==> config.mk <==
export PLATFORM = sky130hd
export DESIGN_NAME = keylock_wdt
export DESIGN_NICKNAME = d
export VERILOG_FILES = /design/src/rtl/wdt_pkg.sv /design/src/rtl/wdt_regs.sv /design/src/rtl/wdt_count.sv /design/src/rtl/wdt_pulse.sv /design/src/rtl/keylock_wdt.sv
export SDC_FILE = /design/constraint.sdc
export NUM_CORES = 1
export LEC_CHECK = 0
export ABC_AREA = 1
export BUFFER_PORTS_ARGS = -buffer_cell sky130_fd_sc_hd__buf_2
export CORE_AREA = 2 2 118 120
export CTS_BUF_LIST = sky130_fd_sc_hd__clkbuf_8
export CTS_CLUSTER_DIAMETER = 150
export CTS_CLUSTER_SIZE = 20
export DETAILED_ROUTE_END_ITERATION = 10
export DIE_AREA = 0 0 120 122
export GPL_TIMING_DRIVEN = 1
export PLACE_DENSITY = 0.62
export REMOVE_ABC_BUFFERS = 1
export SETUP_SLACK_MARGIN = 0.1
export SYNTH_ARGS = -nofsm -noshare
export SYNTH_HDL_FRONTEND = slang
export SYNTH_HIERARCHICAL = 1
export SYNTH_SLANG_ARGS = --single-unit
==> constraint.sdc <==
create_clock -name clk -period 6.3 [get_ports clk]
set_input_delay 0.945 -clock clk [delete_from_list [all_inputs] [get_ports clk]]
set_output_delay 0.945 -clock clk [all_outputs]
set_load 0.005 [all_outputs]
==> src/rtl/wdt_pkg.sv <==
package wdt_pkg;

    localparam int REG_AW = 8;
    localparam int REG_DW = 16;
    localparam int CNT_W  = 2 * REG_DW;

    localparam logic [REG_AW-1:0] OFS_LOAD_LO = 8'h80;
    localparam logic [REG_AW-1:0] OFS_LOAD_HI = 8'h84;
    localparam logic [REG_AW-1:0] OFS_CTRL    = 8'h88;
    localparam logic [REG_AW-1:0] OFS_LOCK    = 8'hA0;

    localparam logic [REG_DW-1:0] UNLOCK_KEY = 16'hE551;

    localparam int BIT_RUN    = 1;
    localparam int BIT_RELOAD = 2;
    localparam int BIT_RSTEN  = 3;

    typedef enum logic [2:0] {
        SEL_NONE,
        SEL_LO,
        SEL_HI,
        SEL_CTRL,
        SEL_LOCK
    } reg_sel_e;

    typedef struct packed {
        logic rst_en;
        logic reload_on_wr;
        logic run;
    } ctrl_t;

    function automatic reg_sel_e decode_ofs(input logic [REG_AW-1:0] a);
        case (a)
            OFS_LOAD_LO: decode_ofs = SEL_LO;
            OFS_LOAD_HI: decode_ofs = SEL_HI;
            OFS_CTRL:    decode_ofs = SEL_CTRL;
            OFS_LOCK:    decode_ofs = SEL_LOCK;
            default:     decode_ofs = SEL_NONE;
        endcase
    endfunction

    function automatic ctrl_t ctrl_from_word(input logic [REG_DW-1:0] w);
        ctrl_t c;
        c.run          = w[BIT_RUN];
        c.reload_on_wr = w[BIT_RELOAD];
        c.rst_en       = w[BIT_RSTEN];
        return c;
    endfunction

    function automatic logic [REG_DW-1:0] ctrl_to_word(input ctrl_t c);
        logic [REG_DW-1:0] w;
        w             = '0;
        w[BIT_RUN]    = c.run;
        w[BIT_RELOAD] = c.reload_on_wr;
        w[BIT_RSTEN]  = c.rst_en;
        return w;
    endfunction

endpackage

==> src/rtl/wdt_regs.sv <==
module wdt_regs
    import wdt_pkg::*;
(
    input  logic              clk,
    input  logic              rst,
    input  logic              if_en,
    input  logic              wr,
    input  logic [REG_AW-1:0] addr,
    input  logic [REG_DW-1:0] wdata,
    output logic [REG_DW-1:0] rdata,
    output logic [CNT_W-1:0]  load_val,
    output logic [CNT_W-1:0]  load_next_lo,
    output ctrl_t             ctrl_q,
    output logic              locked_q,
    output logic              run_start,
    output logic              lo_write
);

    logic [REG_DW-1:0] lo_q;
    logic [REG_DW-1:0] hi_q;
    reg_sel_e          sel;
    logic              accept;
    logic              open_wr;
    ctrl_t             ctrl_new;

    assign sel      = decode_ofs(addr);
    assign accept   = wr && if_en;
    assign open_wr  = accept && !locked_q;
    assign ctrl_new = ctrl_from_word(wdata);

    assign run_start    = open_wr && (sel == SEL_CTRL) && ctrl_new.run && !ctrl_q.run;
    assign lo_write     = open_wr && (sel == SEL_LO);
    assign load_val     = {hi_q, lo_q};
    assign load_next_lo = {hi_q, wdata};

    always_ff @(posedge clk) begin
        if (rst) begin
            locked_q <= 1'b1;
            lo_q     <= '0;
            hi_q     <= '0;
            ctrl_q   <= '0;
        end else if (accept) begin
            case (sel)
                SEL_LOCK: locked_q <= (wdata != UNLOCK_KEY);
                SEL_LO:   if (!locked_q) lo_q <= wdata;
                SEL_HI:   if (!locked_q) hi_q <= wdata;
                SEL_CTRL: if (!locked_q) ctrl_q <= ctrl_new;
                default: ;
            endcase
        end
    end

    always_comb begin
        rdata = '0;
        if (if_en) begin
            case (sel)
                SEL_LO:   rdata = lo_q;
                SEL_HI:   rdata = hi_q;
                SEL_CTRL: rdata = ctrl_to_word(ctrl_q);
                SEL_LOCK: rdata = {{(REG_DW-1){1'b0}}, locked_q};
                default:  rdata = '0;
            endcase
        end
    end

endmodule

==> src/rtl/wdt_count.sv <==
module wdt_count #(
    parameter int CW = 32
) (
    input  logic          clk,
    input  logic          rst,
    input  logic          tick,
    input  logic          cnt_en,
    input  logic          run,
    input  logic          run_start,
    input  logic          reload_req,
    input  logic [CW-1:0] load_val,
    input  logic [CW-1:0] reload_val,
    output logic [CW-1:0] count_q,
    output logic          expire
);

    logic step;

    assign step   = run && cnt_en && tick;
    assign expire = step && (count_q <= CW'(1));

    always_ff @(posedge clk) begin
        if (rst) begin
            count_q <= '0;
        end else if (run_start) begin
            count_q <= load_val;
        end else if (reload_req) begin
            count_q <= reload_val;
        end else if (expire) begin
            count_q <= load_val;
        end else if (step) begin
            count_q <= count_q - CW'(1);
        end
    end

endmodule

==> src/rtl/wdt_pulse.sv <==
module wdt_pulse #(
    parameter int PULSE_TICKS = 4
) (
    input  logic clk,
    input  logic rst,
    input  logic tick,
    input  logic fire,
    output logic active
);

    localparam int PW = $clog2(PULSE_TICKS + 1);

    logic [PW-1:0] left_q;

    always_ff @(posedge clk) begin
        if (rst) begin
            left_q <= '0;
        end else if (fire) begin
            left_q <= PW'(PULSE_TICKS);
        end else if (tick && (left_q != '0)) begin
            left_q <= left_q - PW'(1);
        end
    end

    assign active = (left_q != '0);

endmodule

==> src/rtl/keylock_wdt.sv <==
module keylock_wdt
    import wdt_pkg::*;
#(
    parameter int PULSE_TICKS = 4
) (
    input  logic              clk,
    input  logic              rst,
    input  logic              tick,
    input  logic              if_en,
    input  logic              wclk_en,
    input  logic              reg_wr,
    input  logic [REG_AW-1:0] reg_addr,
    input  logic [REG_DW-1:0] reg_wdata,
    output logic [REG_DW-1:0] reg_rdata,
    output logic              sys_rst_o
);

    logic [CNT_W-1:0] load_val;
    logic [CNT_W-1:0] load_next_lo;
    ctrl_t            ctrl_q;
    logic             locked_q;
    logic             run_start;
    logic             lo_write;
    logic [CNT_W-1:0] count_q;
    logic             expire;
    logic             reload_req;

    wdt_regs u_regs (
        .clk          (clk),
        .rst          (rst),
        .if_en        (if_en),
        .wr           (reg_wr),
        .addr         (reg_addr),
        .wdata        (reg_wdata),
        .rdata        (reg_rdata),
        .load_val     (load_val),
        .load_next_lo (load_next_lo),
        .ctrl_q       (ctrl_q),
        .locked_q     (locked_q),
        .run_start    (run_start),
        .lo_write     (lo_write)
    );

    assign reload_req = lo_write && ctrl_q.run && ctrl_q.reload_on_wr;

    wdt_count #(.CW(CNT_W)) u_count (
        .clk        (clk),
        .rst        (rst),
        .tick       (tick),
        .cnt_en     (if_en && wclk_en),
        .run        (ctrl_q.run),
        .run_start  (run_start),
        .reload_req (reload_req),
        .load_val   (load_val),
        .reload_val (load_next_lo),
        .count_q    (count_q),
        .expire     (expire)
    );

    wdt_pulse #(.PULSE_TICKS(PULSE_TICKS)) u_pulse (
        .clk    (clk),
        .rst    (rst),
        .tick   (tick),
        .fire   (expire && ctrl_q.rst_en),
        .active (sys_rst_o)
    );

endmodule

==> flow_summary.toml <==
[setup_path]
worstPathRequired_ns = 6.61
cpMaxStageDelayCell = "inv_1"
crit_top_cell = "nand2_1"
end_kind = "flop"
path_delay_family = "buffers and inverters"
path_cells = "buf_2 -> nand2_2 -> nor2_4 -> inv_2 -> nor2_8 -> nand2_1 -> nor2_2 -> buf_4 -> clkinv_1 -> nand2_1 -> nor2_2 -> inv_1 -> o21ai_0 -> inv_1 -> nand2_1 -> a21oi_1"
cp_num_cells = 16
max_stage_delay_ns = 0.77
startpoint_type = "input pin"
worstSetupPathType = "input pin to flop"
worstRegToRegCells = 14
critical_path_buf_inv_count = 6
arrival_ns = 4.17
critPathMaxFanout = 31

[power_and_ir_drop]
pwr_density_cell_nw_per_um2 = 147
power_frac_comb = 0.046
intPower_uw = 682
seq_power_share = 0.494
clockPowerShare = 0.460
switching_share = 0.248
power_uw = 907
leakage_uw = 0.00316
power.switching_uw = 225
vdd_drop_max_v = 0.0000891

[final_layout]
stdcell_area_um2 = 6160
layout-drive-gt1-share = 0.119
nets = 1057
fin_cells = 1208
diodes = 0
synthToLayoutAreaGrowth_pct = 4.52
nFillCells = 1490
utilization = 0.457

[place]
placed_area_um2 = 5950
gp_congestion = 0.921
port_buffers = 46
hpwl_mm = 12.3
dp.cells = 1192

[synthesis]
ys_seq_elements = 71
synth_edf_count = 0
yosys_warnings = 6
synth_common_cells = "289 x nand2_1, 165 x nor2_1, 153 x inv_1"
synth.distinct_cells = 32
syn_area_um2 = 5900
synthCells = 1031
netlist.area_leader.share = 0.241
synth_area_leaders = "dfxtp_1 24%, nand2_1 18%, nor2_1 11%"
avgSynthCellArea_um2 = 5.72
ys.flop_type = "dfxtp_1"
synthArstFlopShare = 0
yosysMostFrequentCell = "nand2_1"
post-synth-top-area-cell = "dfxtp_1"
ys_seq_area_frac = 0.241

[floorplan]
die_h_um = 122
coreArea_um2 = 13500
die_area_um2 = 14600
start_util = 0.437
fp-row-count = 43
die_w_um = 120
ios = 47

[timing]
fmax_mhz = 259
grt_setup_unrepaired = "false"
period_needed_ns = 3.86
clock_skew_ns = 0.0122
fin_crit_sh = 0.613
hold_viol = 0
worstMarginPinSlew_ns = 1.12
setup_viol = 0
setup_tns_ns = 0
slew_viol_final = 0
maxSlewHeadroom = 0.255

[clocking]
clockBufferDepth = 2
h-tree-depth = 3
numCtsBuffers = 9
clk_pin_slew_ns = 0.09
cts_hold_buf = 0
cts_tree = "yes"
clock_latency_ns = 0.37
root_buffer = "clkbuf_8"
clock-sinks = 71
cts_setup_buffers = 0
cts_resized = 0

[global_routing]
grt_usage = 0.246
antenna_found_initial = 0
overflow = 0
grt_pass1_vias = 5336
grt_max_degree = 42
grt_pass1_wl_mm = 28.3

[min_path]
hold_depth = 2
min_path_type = "flop to flop"

[detailed_routing]
drt_iter0_markers = 597
first_pass_iters = 6
post-route-drc-count = 0
drt_wl_total_mm = 17.5
ant_nets = 0
via_per_inst = 4.99
vias = 6031
avgRoutedWirePerCell_um = 14.5

[run_status]
status = "complete, no violations"

[flow_run]
cap_violations = 0
[worst min-delay path, delay by kind of cell, from the launching register on]
| kind | cells | cell delay, ns |
|---|---|---|
| AOI/OAI and AO/OA | 1 | 0.05 |
| and+or+nand+nor | 1 | 0.06 |
| DFF | 1 | 0.31 |
[worst paths after layout]
path	startpoint	to	slack, ns
setup reg to reg	u_regs/locked_q	u_count/count_q[22]	2.90
setup / recovery	if_en	u_count/count_q[22]	2.44
hold / removal	u_pulse/left_q[0]	u_pulse/left_q[0]	0.47
hold reg to reg	u_pulse/left_q[0]	u_pulse/left_q[0]	0.47
[layer usage]
| metal | track usage | wire length (µm) |
|---|---|---|
| met1 | 0.348 | 8540 |
| met5 | 0 | 0 |
| met3 | 0.0393 | 1050 |
| met2 | 0.378 | 7640 |
| met4 | 0.0882 | 279 |
[sequential cells by signal, summed over array words and instances, names as in the netlist]
signal / flops
u_count/count_q: 32
u_pulse/left_q: 3
u_regs/ctrl_q: 3
u_regs/hi_q: 16
u_regs/lo_q: 16
u_regs/locked_q: 1
[stage by stage]
| stage | hold slack, ns | worst slack [ns] |
|---|---|---|
| 2_1_floorplan | 0.441 | 1.47 |
| 3_3_place_gp | 0.454 | 2.12 |
| 3_5_place_dp | 0.458 | 2.03 |
| 4_1_cts | 0.470 | 2.43 |
| 5_1_grt | 0.486 | 2.01 |
| 6_report | 0.468 | 2.44 |
[power by group through the flow]
stage / clock network [µW] / registers, µW / logic (µW)
detailed placement: 0 / 459 / 41.2
global route: 443 / 448 / 46.5
floorplan: 0 / 459 / 15.4
global placement: 0 / 459 / 41.2
finish: 417 / 448 / 41.4
CTS: 425 / 448 / 41.3
[cells by family (layout without fill, tap and decap cells)]
group,Yosys count,in the layout,synth area share
fa+ha+maj,4,4,0.00849
simple gates,588,588,0.434
buf+inv,233,230,0.180
compound gates,122,122,0.118
flops,71,71,0.241
xor+xnor,13,13,0.0193
[placed cells by master (no fill, tap or decap), types with 9 or more instances in the layout]
cell type	instances
nand2_1	289
nor2_1	163
inv_1	155
nand3_1	73
dfxtp_1	71
a21oi_1	64
buf_2	46
o21ai_0	31
nand3b_1	17
nor2_2	14
xor2_1	12
o22ai_1	10
clkbuf_8	9
nand4_1	9
[layout make-up]
type,count,area (µm²),share of cell area
Sequential cell,71,1420,0.231
Timing Repair Buffer,52,275,0.0447
Inverter,162,608,0.0986
Clock buffer,9,124,0.0201
Tap cell,180,225,0.0365
Clock inverter,7,90.1,0.0146
Multi-Input combinational cell,727,3420,0.555
Note: power is estimated with default switching activity, not from simulation.
